### src/rtl/mcs_pkg.sv
package mcs_pkg;

  typedef enum logic [2:0] {
    M_CONT   = 3'd0,
    M_SINGLE = 3'd1,
    M_IDLE   = 3'd2,
    M_PDOWN  = 3'd3,
    M_CAL_IZ = 3'd4,
    M_CAL_IF = 3'd5,
    M_CAL_SZ = 3'd6,
    M_CAL_SF = 3'd7
  } mode_e;

  localparam logic [3:0] RATE_RESET = 4'b1010;

  // update rate in hundredths of a hertz, 0 for the unusable code
  function automatic logic [15:0] rate_centihz_of(input logic [3:0] code);
    case (code)
      4'd1:    return 16'd50000;
      4'd2:    return 16'd25000;
      4'd3:    return 16'd12500;
      4'd4:    return 16'd6250;
      4'd5:    return 16'd5000;
      4'd6:    return 16'd4160;
      4'd7:    return 16'd3330;
      4'd8:    return 16'd1960;
      4'd9:    return 16'd1660;
      4'd10:   return 16'd1660;
      4'd11:   return 16'd1250;
      4'd12:   return 16'd1000;
      4'd13:   return 16'd833;
      4'd14:   return 16'd625;
      4'd15:   return 16'd417;
      default: return 16'd0;
    endcase
  endfunction

  function automatic logic mode_converts(input mode_e m);
    return !(m == M_IDLE || m == M_PDOWN);
  endfunction

  function automatic logic mode_is_cal(input mode_e m);
    return m inside {M_CAL_IZ, M_CAL_IF, M_CAL_SZ, M_CAL_SF};
  endfunction

  function automatic logic mode_is_fs_cal(input mode_e m);
    return m == M_CAL_IF || m == M_CAL_SF;
  endfunction

  function automatic logic cal_rejected(input mode_e m, input logic [2:0] gain);
    return m == M_CAL_IF && gain == 3'b111;
  endfunction

  // number of period ticks before a run completes
  function automatic int periods_needed(input mode_e m, input logic [2:0] gain,
                                        input int settle, input int cal_long);
    return (m == M_CAL_IF && gain != 3'b000) ? cal_long : settle;
  endfunction

endpackage

### src/rtl/mcs_rate_dec.sv
module mcs_rate_dec
  import mcs_pkg::*;
(
  input  logic [3:0]  code,
  output logic [15:0] centihz,
  output logic        valid
);
  assign centihz = rate_centihz_of(code);
  assign valid   = (code != 4'd0);
endmodule

### src/rtl/mcs_settle_cnt.sv
module mcs_settle_cnt #(
  parameter int CW     = 3,
  parameter int SETTLE = 2
) (
  input  logic          clk,
  input  logic          rst_n,
  input  logic          load,
  input  logic [CW-1:0] load_val,
  input  logic          hold,
  input  logic          step,
  output logic          expire
);
  localparam logic [CW-1:0] RST_VAL = CW'(SETTLE);
  localparam logic [CW-1:0] ONE     = CW'(1);

  logic [CW-1:0] cnt_q;

  assign expire = step & ~load & ~hold & (cnt_q == ONE);

  always_ff @(posedge clk or negedge rst_n) begin
    if (!rst_n)                     cnt_q <= RST_VAL;
    else if (load)                  cnt_q <= load_val;
    else if (hold)                  cnt_q <= RST_VAL;
    else if (step && cnt_q > ONE)   cnt_q <= cnt_q - ONE;
  end
endmodule

### src/rtl/mcs_result_cap.sv
module mcs_result_cap #(
  parameter int DW = 24
) (
  input  logic          clk,
  input  logic          rst_n,
  input  logic          capture,
  input  logic [DW-1:0] raw,
  input  logic          over,
  input  logic          under,
  input  logic          force_ones,
  output logic [DW-1:0] data_q,
  output logic          clamped
);
  logic [DW-1:0] shaped;

  always_comb begin
    clamped = 1'b1;
    if (force_ones || over) shaped = '1;
    else if (under)         shaped = '0;
    else begin
      shaped  = raw;
      clamped = 1'b0;
    end
  end

  always_ff @(posedge clk or negedge rst_n) begin
    if (!rst_n)       data_q <= '0;
    else if (capture) data_q <= shaped;
  end
endmodule

### src/rtl/mode_conv_seq.sv
module mode_conv_seq
  import mcs_pkg::*;
#(
  parameter int DW       = 24,
  parameter int SETTLE   = 2,
  parameter int CAL_LONG = 4
) (
  input  logic          clk,
  input  logic          rst_n,
  input  logic          mode_wr,
  input  logic [2:0]    mode_wdata,
  input  logic          psw_wdata,
  input  logic [3:0]    rate_wdata,
  input  logic          restart,
  input  logic [2:0]    cfg_gain,
  input  logic [2:0]    cfg_chan,
  input  logic          ref_det_en,
  input  logic          period_tick,
  input  logic          period_warn,
  input  logic [DW-1:0] raw_result,
  input  logic          over_range,
  input  logic          under_range,
  input  logic          ref_missing,
  input  logic          data_rd,
  output logic [DW-1:0] data_out,
  output logic [7:0]    status,
  output logic [2:0]    mode_now,
  output logic [15:0]   rate_centihz,
  output logic          psw_on,
  output logic          cal_ofs_we,
  output logic          cal_fs_we
);
  localparam int   CW   = $clog2(CAL_LONG + 1);
  localparam logic WIDE = (DW > 16);

  mode_e      mode_q;
  logic       psw_q;
  logic [3:0] rate_q;
  logic       nrdy_q, err_q, noref_q;
  logic [2:0] chan_q;
  logic       ofs_we_q, fs_we_q;

  // decoded write
  mode_e wr_mode_raw, wr_mode;
  logic  wr_reject;
  assign wr_mode_raw = mode_e'(mode_wdata);
  assign wr_reject   = cal_rejected(wr_mode_raw, cfg_gain);
  assign wr_mode     = wr_reject ? M_IDLE : wr_mode_raw;

  // rate decode
  logic        rate_ok;
  logic [15:0] rate_val;
  mcs_rate_dec u_rate (.code(rate_q), .centihz(rate_val), .valid(rate_ok));

  // named events
  logic ev_mode_wr, ev_restart, ev_hold, ev_live_tick, ev_done, ev_warn_drop;
  assign ev_mode_wr   = mode_wr;
  assign ev_restart   = restart & ~mode_wr;
  assign ev_hold      = ~mode_converts(mode_q);
  assign ev_live_tick = period_tick & rate_ok & ~ev_hold;

  logic          cnt_load;
  logic [CW-1:0] cnt_val;
  assign cnt_load = ev_mode_wr | ev_restart;
  assign cnt_val  = ev_mode_wr ? CW'(periods_needed(wr_mode_raw, cfg_gain, SETTLE, CAL_LONG))
                               : CW'(periods_needed(mode_q, cfg_gain, SETTLE, CAL_LONG));

  mcs_settle_cnt #(.CW(CW), .SETTLE(SETTLE)) u_cnt (
    .clk      (clk),
    .rst_n    (rst_n),
    .load     (cnt_load),
    .load_val (cnt_val),
    .hold     (ev_hold),
    .step     (ev_live_tick),
    .expire   (ev_done)
  );

  // result capture
  logic noref_now, capture, clamped;
  assign noref_now = ref_det_en & ref_missing;
  assign capture   = ev_done & ~mode_is_cal(mode_q);

  mcs_result_cap #(.DW(DW)) u_cap (
    .clk        (clk),
    .rst_n      (rst_n),
    .capture    (capture),
    .raw        (raw_result),
    .over       (over_range),
    .under      (under_range),
    .force_ones (noref_now),
    .data_q     (data_out),
    .clamped    (clamped)
  );

  assign ev_warn_drop = period_warn & (mode_q == M_CONT) & ~nrdy_q & ~ev_done & ~data_rd;

  always_ff @(posedge clk or negedge rst_n) begin
    if (!rst_n) begin
      mode_q   <= M_CONT;
      psw_q    <= 1'b0;
      rate_q   <= RATE_RESET;
      nrdy_q   <= 1'b1;
      err_q    <= 1'b0;
      noref_q  <= 1'b0;
      chan_q   <= 3'd0;
      ofs_we_q <= 1'b0;
      fs_we_q  <= 1'b0;
    end else begin
      chan_q   <= cfg_chan;
      noref_q  <= noref_now;
      ofs_we_q <= 1'b0;
      fs_we_q  <= 1'b0;
      if (ev_mode_wr) begin
        mode_q <= wr_mode;
        psw_q  <= psw_wdata;
        rate_q <= rate_wdata;
        nrdy_q <= 1'b1;
        err_q  <= 1'b0;
      end else begin
        if (ev_restart) err_q <= 1'b0;
        if (ev_done) begin
          nrdy_q <= 1'b0;
          if (mode_is_cal(mode_q)) begin
            mode_q <= M_IDLE;
            if (mode_is_fs_cal(mode_q)) fs_we_q  <= 1'b1;
            else                        ofs_we_q <= 1'b1;
          end else begin
            err_q <= clamped;
            if (mode_q == M_SINGLE) mode_q <= M_PDOWN;
          end
        end else if (data_rd || ev_warn_drop) begin
          nrdy_q <= 1'b1;
        end
      end
    end
  end

  assign status       = {nrdy_q, err_q, noref_q, 1'b0, WIDE, chan_q};
  assign mode_now     = mode_q;
  assign rate_centihz = rate_val;
  assign psw_on       = psw_q & (mode_q != M_PDOWN);
  assign cal_ofs_we   = ofs_we_q;
  assign cal_fs_we    = fs_we_q;

endmodule

### config.mk
export PLATFORM = sky130hd
export DESIGN_NAME = mode_conv_seq
export DESIGN_NICKNAME = d
export VERILOG_FILES = /design/src/rtl/mcs_pkg.sv /design/src/rtl/mcs_rate_dec.sv /design/src/rtl/mcs_settle_cnt.sv /design/src/rtl/mcs_result_cap.sv /design/src/rtl/mode_conv_seq.sv
export SDC_FILE = /design/constraint.sdc
export NUM_CORES = 1
export LEC_CHECK = 0
export ABC_CLOCK_PERIOD_IN_PS = 3800
export BUFFER_PORTS_ARGS = -buffer_cell sky130_fd_sc_hd__buf_2
export CELL_PAD_IN_SITES_DETAIL_PLACEMENT = 1
export CELL_PAD_IN_SITES_GLOBAL_PLACEMENT = 1
export CORE_MARGIN = 5
export CORE_UTILIZATION = 35
export DETAILED_ROUTE_END_ITERATION = 7
export GPL_ROUTABILITY_DRIVEN = 0
export PLACE_DENSITY_LB_ADDON = 0.15
export SLEW_MARGIN = 20
export SYNTH_ARGS = -nofsm -noshare
export SYNTH_HDL_FRONTEND = slang
export SYNTH_SLANG_ARGS = --single-unit
export TNS_END_PERCENT = 10
### constraint.sdc
create_clock -name clk -period 3.8 [get_ports clk]
set_input_delay 0.57 -clock clk [delete_from_list [all_inputs] [get_ports clk]]
set_output_delay 0.57 -clock clk [all_outputs]
set_load 0.01 [all_outputs]
==> run_results.csv <==
group,metric,value,unit
sta,relSlewSlack,0.5428,
sta,grt_setup_unrepaired,"false",
finish,drive_above_1_share,0.4192,
cts,cts_tree,"built",
global_routing,track_usage,0.1480,
sta,hold_viol,0,
floorplan,die_h,92.46,um
route,avgRoutedWirePerCell,14.89,um
setup_path,arrival,2.06,ns
floorplan,initial_core_util,0.3542,
power,switching_share,0.2967,
power,ir_worst_vdd,0.0001450,V
setup_path,slowest_delay,0.60,ns
synthesis,synth_ff_type,"dfrtp_1",
worst_hold_path,min_path_type,"in -> async",
power,p_leak,1.642,nW
cts,postCtsSetupRepairBufs,0,
power,pwr_density_cell,335.7,nW/um^2
route,ant_nets,0,
setup_path,reg2reg_depth,7,
global_routing,antenna_found_initial,0,
synthesis,synth_fp_nets,298,
route,viasPerCell,4.896,
cts,cts_sinks,43,
cts,cts_htree_levels,2,
cts,clkTransAtPathRegs,0.08,ns
power,comb_power_share,0.206,
setup_path,cp_cell_sequence,"inv_1, ha_1, nor3b_1, a21oi_1, o31ai_1, buf_2",
route,route.detailed.drc,0,
synthesis,synth_edf_count,0,
floorplan,core,6719,um^2
sta,fmax,380.7,MHz
sta,setup_tns,0,ns
floorplan,fp.dieW,92.46,um
power,pwr-share-clk,0.282,
floorplan,die-area,8549,um^2
cts,cts_buffers,5,
global_routing,grt_pass1_vias,2164,
sta,setup_viol,0,
finish,nets,390,
finish,syn_to_final_growth,25.24,%
sta,worst_slack,1.173,ns
power,intPower,0.0007036,W
synthesis,ys_warn_count,0,
synthesis,syn_inst,241,
finish,fin_util,0.4436,
global_routing,overflow,0,
placement,hpwl,4.597,mm
global_routing,grt_max_degree,44,
synthesis,seq_area_frac_synth,0.4543,
synthesis,syn_avg_cell_area,9.875,um^2
route,drt_pass1_iterations,4,
setup_path,cp.depth,6,
placement,pre_cts_slack,1.381,ns
setup_path,cp_top_family,"flip-flops",
route,routed_wl,6.166,mm
floorplan,fp-row-count,30,
route,drt_iter0_drc,13,
synthesis,syn_area,2380,um^2
cts,cts_root_buffer,"clkbuf_8",
setup_path,critPathBufInv,2,
setup_path,cpMaxStageDelayCell,"dfstp_2",
cts,cts.repair.resized,0,
outcome,status,"finished, final reports clean",
floorplan,io_pins,103,
power,p_seq_frac,0.512,
setup_path,endpoint_kind,"primary output",
cts,clk_latency,0.29,ns
setup_path,cp_data_required_time,3.23,ns
finish,fill_cells,825,
setup_path,worstSetupStartpointType,"register",
cts,postCtsHoldBufs,0,
synthesis,yosysUniqueCellTypes,47,
sta,drv_slew,0,
synthesis,synth-seq-cells,43,
finish,finalNonFillerCells,414,
sta,clock_skew,0.005864,ns
placement,dp.cells,406,
route,vias,2027,
cts,clockBufferDepth,2,
global_routing,grt_pass1_wl,10.28,mm
setup_path,worstSetupPathType,"reg -> out",
power,switching_power,0.0002969,W
placement,portBuffers,100,
synthesis,async_reset_ff_frac,1.000,
sta,fin_crit,2.627,ns
sta,fin_crit_sh,0.6913,
job,drv_cap,0,
sta,worst_pin_slew,0.6833,ns
setup_path,path_max_fanout,7,
power,power.total,0.001001,W
finish,diodes,0,
## cell usage in the layout (no fill, tap or decap), types with 2 or more instances in the layout
cell,count
a21oi_1,5
and2_1,3
buf_2,99
buf_4,3
clkbuf_1,2
clkbuf_8,5
conb_1,2
dfrtp_1,39
dfstp_2,4
ha_1,8
inv_1,35
mux2_1,4
mux2_2,22
mux2i_1,4
nand2_1,11
nand3_1,4
nor2_1,8
nor2b_1,2
nor3_1,5
nor3b_1,4
nor4b_1,2
o21ai_0,36
o21bai_1,2
o32ai_1,2
## state kept, by name (all words and copies together) (netlist names)
name and cells:
noref_q 1, nrdy_q 1, psw_q 1, mode_now 3, cal_ofs_we 1, chan_q 3, cal_fs_we 1, u_cap.data_q 24
rate_q 4, u_cnt.cnt_q 3, err_q 1
## metrics by stage
stage	hold WS (ns)	area (um^2)
after CTS	0.3670	2978
after global placement	0.4635	2897
after floorplan	0.2744	2380
after global routing	0.3167	2980
final	0.2708	2980
after detailed placement	0.4709	2897
## power by group through the flow
stage	clock (W)	sequential (W)	combinational, W
floorplan	0	0.000514	0.000119
global placement	0	0.000520	0.000208
detailed placement	0	0.000522	0.000210
CTS	0.000300	0.000513	0.000211
global route	0.000319	0.000518	0.000234
finish	0.000282	0.000512	0.000206
## routing by layer
| metal | routed length (um) | global-route usage |
|---|---|---|
| met2 | 2904 | 0.2477 |
| met4 | 67 | 0.04084 |
| met3 | 400 | 0.03493 |
| met1 | 2794 | 0.1906 |
| met5 | 0 | 0 |
## worst paths after layout
kind	to	slack, ns	from
min	u_cap.data_q[7]	0.27	rst_n
max in group asynchronous	rate_q[1]	3.14	rst_n
max reg2reg	u_cap.data_q[5]	1.37	rate_q[1]
min reg2reg	u_cap.data_q[14]	0.48	u_cap.data_q[14]
max	rate_centihz[8]	1.17	rate_q[1]
min in group clk	chan_q[2]	0.38	cfg_chan[2]
## synthesized netlist by cell type (all sizes together), types with 4 or more instances
master | number | area, um^2
a21oi | 5 | 25.02
buf | 9 | 68.81
clkbuf | 8 | 30.03
dfrtp | 39 | 975.9
dfstp | 4 | 105.1
ha | 8 | 100.1
inv | 35 | 131.4
mux2 | 26 | 292.8
mux2i | 4 | 40.04
nand2 | 12 | 47.55
nand3 | 4 | 20.02
nor2 | 9 | 36.29
nor3 | 5 | 25.02
nor3b | 4 | 30.03
o21ai | 37 | 188.9
## logic make-up after synthesis
kind of cell	after synthesis	share of synthesized area
xor+xnor	1	0.003681
buf+inv	52	0.09674
other cells	2	0.003156
simple gates	47	0.1146
mux	30	0.1399
fa+ha+maj	8	0.04206
compound gates	58	0.1456
flops	43	0.4543
## layout make-up
| class | instances | area (um^2) | share of cell area |
|---|---|---|---|
| Multi-Input combinational cell | 146 | 1069 | 0.3585 |
| Tap cell | 80 | 100.1 | 0.03359 |
| Sequential cell | 43 | 1081 | 0.3627 |
| Inverter | 35 | 131.4 | 0.04408 |
| Timing Repair Buffer | 102 | 518.0 | 0.1738 |
| Clock buffer | 7 | 76.32 | 0.02561 |
| Clock inverter | 1 | 5.005 | 0.001679 |
Note: power is estimated with default switching activity, not from simulation.
